File: src/rtl/useq_pkg.sv
package useq_pkg;
  typedef enum logic [1:0] {
    BT_JMP  = 2'b00,
    BT_CALL = 2'b01,
    BT_RET  = 2'b10,
    BT_MAP  = 2'b11
  } btype_e;
endpackage

File: src/rtl/useq_rom.sv
module useq_rom
  import useq_pkg::*;
#(
  parameter int AW  = 7,
  parameter int CWW = 8,
  parameter int OPW = 4,
  parameter int CSW = 2
) (
  input  logic [AW-1:0]  addr,
  output logic [CWW-1:0] cw,
  output logic [CSW-1:0] csel,
  output btype_e         btype,
  output logic [AW-1:0]  badr
);
  localparam int SUB_BASE = 1 << (AW - 1);
  localparam int ROUT_END = 1 << (OPW + 2);

  logic [OPW-1:0] op_n;
  logic [1:0]     off;

  assign op_n = addr[OPW+1:2];
  assign off  = addr[1:0];

  always_comb begin
    cw    = '0;
    csel  = '0;
    btype = BT_JMP;
    badr  = '0;
    if (addr == '0) begin
      cw    = CWW'(8'h01);
      btype = BT_MAP;
    end else if ((int'(addr) < ROUT_END) && (op_n != '0)) begin
      case (off)
        2'd0: begin
          cw    = CWW'({op_n, 4'h1});
          csel  = op_n[CSW-1:0];
          btype = BT_JMP;
          badr  = addr | AW'(2);
        end
        2'd1: begin
          cw    = CWW'({op_n, 4'h2});
          csel  = op_n[OPW-1 -: CSW];
          btype = BT_CALL;
          badr  = AW'(SUB_BASE);
        end
        2'd2: begin
          cw    = CWW'({op_n, 4'h4});
        end
        default: ;
      endcase
    end else if (int'(addr) == SUB_BASE) begin
      cw    = CWW'(8'h80);
      csel  = CSW'(1);
      btype = BT_JMP;
      badr  = AW'(SUB_BASE + 2);
    end else if (int'(addr) == SUB_BASE + 1) begin
      cw    = CWW'(8'h81);
      btype = BT_RET;
    end else if (int'(addr) == SUB_BASE + 2) begin
      cw    = CWW'(8'h82);
      btype = BT_RET;
    end
  end
endmodule

File: src/rtl/useq_cond_sel.sv
module useq_cond_sel #(
  parameter int NST = 3,
  parameter int CSW = 2
) (
  input  logic [NST-1:0] status,
  input  logic [CSW-1:0] csel,
  output logic           cond
);
  localparam int NSRC = 1 << CSW;

  logic [NSRC-1:0] src;

  assign src[0] = 1'b1;
  for (genvar g = 1; g < NSRC; g++) begin : g_src
    if (g <= NST) begin : g_live
      assign src[g] = status[g-1];
    end else begin : g_tie
      assign src[g] = 1'b0;
    end
  end

  assign cond = src[csel];
endmodule

File: src/rtl/useq_next.sv
module useq_next
  import useq_pkg::*;
#(
  parameter int AW  = 7,
  parameter int OPW = 4
) (
  input  logic [AW-1:0]  car_q,
  input  logic [AW-1:0]  sbr_q,
  input  btype_e         btype,
  input  logic [AW-1:0]  badr,
  input  logic           cond,
  input  logic [OPW-1:0] opcode,
  output logic [AW-1:0]  car_d,
  output logic [AW-1:0]  sbr_d,
  output logic           sbr_en
);
  localparam int PADW = AW - OPW - 2;

  logic [AW-1:0] car_inc;
  logic [AW-1:0] map_adr;

  assign car_inc = car_q + AW'(1);
  assign map_adr = {{PADW{1'b0}}, opcode, 2'b00};

  always_comb begin
    car_d  = car_inc;
    sbr_d  = car_inc;
    sbr_en = 1'b0;
    unique case (btype)
      BT_JMP:  if (cond) car_d = badr;
      BT_CALL: if (cond) begin
                 car_d  = badr;
                 sbr_en = 1'b1;
               end
      BT_RET:  car_d = sbr_q;
      BT_MAP:  car_d = map_adr;
    endcase
  end
endmodule

File: src/rtl/useq_sequencer.sv
module useq_sequencer
  import useq_pkg::*;
#(
  parameter int AW  = 7,
  parameter int CWW = 8,
  parameter int OPW = 4,
  parameter int NST = 3,
  parameter int CSW = 2
) (
  input  logic           clk,
  input  logic           rst_n,
  input  logic [OPW-1:0] opcode,
  input  logic [NST-1:0] status,
  output logic [CWW-1:0] ctrl_word,
  output logic [AW-1:0]  car
);
  logic [AW-1:0]  car_q, car_d;
  logic [AW-1:0]  sbr_q, sbr_d;
  logic           sbr_en;
  logic [CSW-1:0] csel;
  btype_e         btype;
  logic [AW-1:0]  badr;
  logic           cond;

  useq_rom #(.AW(AW), .CWW(CWW), .OPW(OPW), .CSW(CSW)) u_rom (
    .addr  (car_q),
    .cw    (ctrl_word),
    .csel  (csel),
    .btype (btype),
    .badr  (badr)
  );

  useq_cond_sel #(.NST(NST), .CSW(CSW)) u_cond (
    .status (status),
    .csel   (csel),
    .cond   (cond)
  );

  useq_next #(.AW(AW), .OPW(OPW)) u_next (
    .car_q  (car_q),
    .sbr_q  (sbr_q),
    .btype  (btype),
    .badr   (badr),
    .cond   (cond),
    .opcode (opcode),
    .car_d  (car_d),
    .sbr_d  (sbr_d),
    .sbr_en (sbr_en)
  );

  always_ff @(posedge clk or negedge rst_n) begin
    if (!rst_n) car_q <= '0;
    else        car_q <= car_d;
  end

  always_ff @(posedge clk or negedge rst_n) begin
    if (!rst_n)      sbr_q <= '0;
    else if (sbr_en) sbr_q <= sbr_d;
  end

  assign car = car_q;

  // untaken jump steps by one
  a_r3_step: assert property (@(posedge clk) disable iff (!rst_n)
    (btype == BT_JMP && !cond) |=> car_q == $past(car_q) + AW'(1));

  // taken jump goes to target
  a_r4_jump: assert property (@(posedge clk) disable iff (!rst_n)
    (btype == BT_JMP && cond) |=> car_q == $past(badr));

  // taken call saves the return point
  a_r5_call_save: assert property (@(posedge clk) disable iff (!rst_n)
    (btype == BT_CALL && cond) |=> (sbr_q == $past(car_q) + AW'(1)) && (car_q == $past(badr)));

  // return register holds unless a call is taken
  a_r5_sbr_hold: assert property (@(posedge clk) disable iff (!rst_n)
    !(btype == BT_CALL && cond) |=> $stable(sbr_q));

  // return reloads from the return register
  a_r6_return: assert property (@(posedge clk) disable iff (!rst_n)
    (btype == BT_RET) |=> car_q == $past(sbr_q));

  // map goes to the opcode routine base
  a_r7_map: assert property (@(posedge clk) disable iff (!rst_n)
    (btype == BT_MAP) |=> car_q == AW'({$past(opcode), 2'b00}));

  // select 0 is always true
  a_r8_const_true: assert property (@(posedge clk) disable iff (!rst_n)
    (csel == '0) |-> cond);
endmodule

File: config.mk
export PLATFORM = sky130hd
export DESIGN_NAME = useq_sequencer
export DESIGN_NICKNAME = d
export VERILOG_FILES = /design/src/rtl/useq_pkg.sv /design/src/rtl/useq_rom.sv /design/src/rtl/useq_cond_sel.sv /design/src/rtl/useq_next.sv /design/src/rtl/useq_sequencer.sv
export SDC_FILE = /design/constraint.sdc
export NUM_CORES = 1
export LEC_CHECK = 0
export ABC_AREA = 1
export BUFFER_PORTS_ARGS = -buffer_cell sky130_fd_sc_hd__clkbuf_2
export CORE_MARGIN = 2
export CORE_UTILIZATION = 25
export CTS_CLUSTER_DIAMETER = 40
export DETAILED_ROUTE_END_ITERATION = 10
export GPL_ROUTABILITY_DRIVEN = 0
export HOLD_SLACK_MARGIN = 0.15
export PLACE_DENSITY = 0.46
export SLEW_MARGIN = 10
export SYNTH_ARGS = -nofsm -noshare
export SYNTH_HDL_FRONTEND = slang
export SYNTH_SLANG_ARGS = --single-unit
File: constraint.sdc
create_clock -name clk -period 2.4 [get_ports clk]
set_input_delay 0.48 -clock clk [delete_from_list [all_inputs] [get_ports clk]]
set_output_delay 0.48 -clock clk [all_outputs]
set_load 0.02 [all_outputs]
# After elaboration in Yosys (flattened, before gate mapping)
# Index checks and enable logic that the tools add are counted.
totals:
  reg_bits: 14
  in_bits: 9
  output_inout_bits: 15
  elab_cells: 47
op_classes:
  n_addsub: 1
  magnitude_cmp: 2
  n_eq_ne: 9
  muxes: 26
  reduce_logical: 6
op_table:
  columns: ["operator", "n"]
  rows:
  - ["$mux 8", 5]
  - ["$mux 7", 4]
  - ["$pmux 8 s3", 1]
  - ["$eq 7x7->1 const B", 3]
  - ["$pmux 7 s3", 1]
  - ["$mux 2", 7]
  - ["$pmux 7 s2", 1]
  - ["$add 7x1->7 const B", 1]
  - ["$logic_not 7->1", 1]
  - ["$lt 7x7->1 const B", 1]
  - ["$eq 2x2->1 const B", 3]
  - ["$mux 1", 5]
  - ["$ne 5x4->1 const B", 1]
  - ["$eq 2x1->1 const B", 2]
  - ["$logic_not 2->1", 2]
  - ["$pmux 2 s2", 1]
  - ["$reduce_bool 4->1", 1]
  - ["$lt 2x3->1 const B", 1]
  - ["$bmux 1 s2", 1]
  - ["$reduce_or 2->1", 1]
  - ["$logic_and 1x1->1", 1]

# Depth between registers and ports, before layout
depth:
  depth_word: 9
  depth_mapped: 15
  mapped_depth_nobuf: 14

# Modules after synthesis
# From an unflattened synthesis, not the netlist that was laid out.
unflattened:
  cells_unflattened: 170
  area_unflattened_um2: 1066.0
by_module_without_submodules:
  columns: ["mod", "instances", "cells_each", "area_each_um2", "seq_area_each_um2"]
  rows:
  - ["useq_sequencer", 1, 37, 444.2, 350.3]
  - ["useq_next", 1, 70, 319.1, 0.0]
  - ["useq_rom", 1, 55, 264.0, 0.0]
  - ["useq_cond_sel", 1, 8, 38.8, 0.0]

# Worst setup path after synthesis
# No wires, ideal clock.
synth_path:
  kind: "reg-to-output"
  startpoint: "register car_q[0], in the netlist car[0]"
  endpoint: "output port ctrl_word[4]"
  arrival_ps: 1651
  required_time_ps: 1920
  path_slack_ps: 269
  path_stages_with_launch: 5
  n_path_buf: 0
  path_cell_list: "dfrtp_1 -> inv_1 -> ha_1 -> nor3_1 -> nor4_1"
synth_via:
  elab_chain_cells: 5
  word_cells_on_any_way: 13
  classes_between: "order compare: 1; eq/ne: 4; mux: 5; reduce/logical: 3"
synth_lines:
  columns: ["element", "line_no", "rtl"]
  rows:
  - ["start, declared", "useq_sequencer.sv:17", "logic [AW-1:0] car_q, car_d;"]
  - ["start signal, assigned", "useq_sequencer.sv:53", "else car_q <= car_d;"]
  - ["parallel branches: the longest is 4 deep, another holds $lt 7x7->1", null, null]
  - ["$mux 8 *", "useq_rom.sv:29", "if (addr == '0) begin"]
  - ["end, declared", "useq_sequencer.sv:14", "output logic [CWW-1:0] ctrl_word,"]
# Every way passes the cells marked *.

# Final worst setup path
layout_path:
  startpoint: "register car_q[0], in the netlist car[0]"
  endpoint: "output port ctrl_word[7]"
layout_via:
  elab_chain_cells: 6
  word_cells_on_any_way: 15
  classes_between: "order compare: 1; eq/ne: 5; mux: 6; reduce/logical: 3"
layout_lines:
  columns: ["element", "line_no", "rtl"]
  rows:
  - ["$eq 7x7->1", "useq_rom.sv:59", "end else if (int'(addr) == SUB_BASE + 2) begin"]
  - ["$mux 8", "useq_rom.sv:59", null]
  - ["$mux 8", "useq_rom.sv:56", "end else if (int'(addr) == SUB_BASE + 1) begin"]
  - ["$mux 8", "useq_rom.sv:51", "end else if (int'(addr) == SUB_BASE) begin"]
  - ["$mux 8", "useq_rom.sv:32", "end else if ((int'(addr) < ROUT_END) && (op_n != '0)) begin"]
  - ["$mux 8 *", "useq_rom.sv:29", null]
# Mark *: on every way between the ends. The rest lies on a longest branch, timed or not.

==> impl_metrics.py <==
metrics = {
    "floorplan": {
        "die_w_um": 72.74,
        "die_area_um2": 5290,
        "initial_core_util_pct": 25.51,
        "ios": 24,
        "rows": 25,
        "die_y_um": 72.74,
        "core_um2": 4629,
    },
    "sta": {
        "setup_ws_ps": 204.5,
        "min_period_ps": 2196,
        "rsz0062_at_grt": "no",
        "setup_tns_ps": 0,
        "drv_slew": 0,
        "slew_headroom_pct": 59.52,
        "fin_skew_ps": 8.687,
        "worst_slew_pin_slew_ps": 606.5,
        "finalSetupViolations": 0,
        "hold_violations": 0,
        "fmax_mhz": 455.5,
        "timing.hold.ws_ps": 503.3,
        "period_share_pct": 91.48,
    },
    "synth": {
        "syn_inst": 162,
        "syn_nets": 176,
        "synth_cell_types": 27,
        "avgSynthCellArea_um2": 7.291,
        "yosysSeqAreaShare_pct": 29.66,
        "yosys_warnings": 0,
        "synth-seq-cells": 14,
        "mappedNetlistArea_um2": 1181,
    },
    "global_routing": {
        "antenna_found_initial": 0,
        "grt_start_max_net_pins": 15,
        "grt_pass1_wl_um": 5071,
        "grt_pass1_vias": 1021,
        "track_usage_pct": 12.41,
        "grt_overflow_total": 0,
    },
    "clock_network": {
        "clock-root-buffer": "clkbuf_8",
        "cts_sinks": 14,
        "h-tree-depth": 1,
        "cts_buffer_depth": 2,
        "post_cts_buffers": 0,
        "tritoncts": "done",
        "clk_pin_slew_worst_paths_ps": 60,
        "cts-buffers-inserted": 3,
        "clk_latency_ps": 250,
    },
    "final_layout": {
        "design_area_um2": 1441,
        "fin_util_pct": 31.14,
        "n_antenna_cell": 0,
        "drive_gt1_share_pct": 30.16,
        "stdcell_count": 243,
        "final_nets": 204,
        "area_growth_pct": 22.03,
    },
    "setup_path": {
        "critical_path.most_common_cell": "inv_1",
        "endpoint_kind": "primary output",
        "cp_data_arrival_time_ps": 1720,
        "crit_required_ps": 1920,
        "cp_num_buf_inv": 4,
        "cp-start-kind": "flop",
        "slowest_stage": "dfrtp_1",
        "path_class": "flop to primary output",
        "cpPeakStageDelay_ps": 440,
        "path_cells": "inv_2, ha_4, nand2_1, inv_1, nand3_2, nand2_4, inv_1, a21oi_1, clkbuf_2",
        "path_max_fanout": 6,
        "path_delay_family": "flip-flops",
    },
    "placement": {
        "pre_cts_ws_ps": 162.6,
        "port-buffer-count": 22,
        "placed_area_um2": 1351,
        "hpwl_um": 2348,
        "placed_cells": 238,
    },
    "detailed_routing": {
        "wl_um": 2971,
        "drc": 0,
        "viasPerCell": 4.407,
        "final_antenna_net_count": 0,
        "wire_per_inst_um": 12.23,
        "drtPass1Iterations": 4,
        "vias": 1071,
        "dr.first_iter.drc_count": 54,
    },
    "run": {
        "maxCapViolCount": 0,
    },
    "outcome": {
        "status": "completed",
    },
    "power": {
        "vdd_ir_drop_max_mv": 0.2797,
        "leakage_nw": 0.7322,
        "power_density_nw_per_um2": 1445,
        "totalPowerFinal_mw": 2.083,
    },
    "min_path": {
        "min_path_type": "flop to flop",
    },
}
-- tightest hold or removal path, delay by kind of cell, from the launching register on --
kind	cells	cell delay, ps
AOI/OAI and AO/OA	1	70
DFF	1	330
and+or+nand+nor	1	60
-- path summary, 6_finish.rpt --
path / startpoint / endpoint / slack (ps) / depth (start not counted)
worst max-delay path: car[0]$_DFFE_PN0P_ / ctrl_word[7] / 200 / 9
worst min-delay path: sbr_q[6]$_DFFE_PN0P_ / sbr_q[6]$_DFFE_PN0P_ / 500 / 2
worst max register to register: car[1]$_DFF_PN0_ / sbr_q[1]$_DFFE_PN0P_ / 320 / 13
worst min register to register: sbr_q[6]$_DFFE_PN0P_ / sbr_q[6]$_DFFE_PN0P_ / 500 / 2
max in group asynchronous: rst_n / car[6]$_DFFE_PN0P_ / 1440 / 2
min in group asynchronous: rst_n / sbr_q[2]$_DFFE_PN0P_ / 680 / 2
-- routing by layer --
metal	wire, um	track usage, %	up-vias	share of wire, %
met5	0	0	-	0
met4	30	3.704	0	1.0
met3	137	2.486	3	4.6
met2	1326	19.70	23	45
met1	1476	17.02	485	50
li1	-	-	560	-
-- final cells by class --
| cell class | count | area (um2) |
|---|---|---|
| fill | 515 | 3188 |
| multi-input combinational | 115 | 709.4 |
| sequential | 14 | 350.3 |
| tap | 54 | 67.56 |
| timing repair buffer | 27 | 150.1 |
| clock buffer | 4 | 55.05 |
| inverter | 29 | 108.9 |
-- sequential cells by signal, indices dropped and copies added (netlist names) --
name / flops
sbr_q: 7
car: 7
-- repair_timing --
item,4_1_cts,5_1_grt
hold endpoints to repair,8,0
endpoints found under the setup margin,0,11
hold buffers,1,0
resized for setup,0,7
-- cells in the mapped netlist (all sizes together) --
master | n | area share (%)
a21oi | 2 | 0.85
buf | 4 | 3.2
conb | 1 | 0.32
dfrtp | 14 | 30
ha | 5 | 5.3
inv | 29 | 9.2
nand2 | 49 | 19
nand3 | 21 | 11
nand3b | 1 | 0.64
nor2 | 11 | 6.4
nor3 | 4 | 1.7
nor4 | 3 | 1.6
o211ai | 1 | 0.64
o21ai | 12 | 6.4
xor2 | 5 | 3.7
-- report_power, final --
part	switching [mW]	internal (mW)	total (mW)
logic	0.929	0.489	1.42
clock network	0.0920	0.146	0.238
registers	0.0943	0.333	0.428
-- cell usage in the layout, fill, tap and decap left out --
master          n
clkbuf_8        4
o21ai_2         4
inv_1          24
nand3_1        17
nor4_1          3
clkbuf_2       22
ha_4            1
nor2_4          2
nand2_4         3
nand3_4         1
ha_1            3
nor3_2          2
buf_4           4
nand2_1        43
o21ai_0         7
o21ai_1         1
o211ai_1        1
conb_1          1
nor2_1          7
xor2_1          5
nor3_1          2
nand2_2         2
inv_2           5
nand3b_1        1
dlygate4sd3_1   1
nor2_8          1
ha_2            1
nand3_2         3
nor2_2          1
a21oi_1         2
nand2_8         1
dfrtp_1        14
-- kinds of logic (layout without fill, tap and decap cells) --
| group | Yosys count | after routing | synth area share [%] |
|---|---|---|---|
| flip-flops | 14 | 14 | 29.66 |
| buffers and inverters | 33 | 60 | 12.39 |
| XOR/XNOR | 5 | 5 | 3.707 |
| AO/OA/AOI/OAI | 15 | 15 | 7.838 |
| other | 1 | 1 | 0.3175 |
| adder cells (fa/ha/maj) | 5 | 5 | 5.297 |
| AND/OR/NAND/NOR | 89 | 89 | 40.78 |
(Power assumes the default switching activity.)
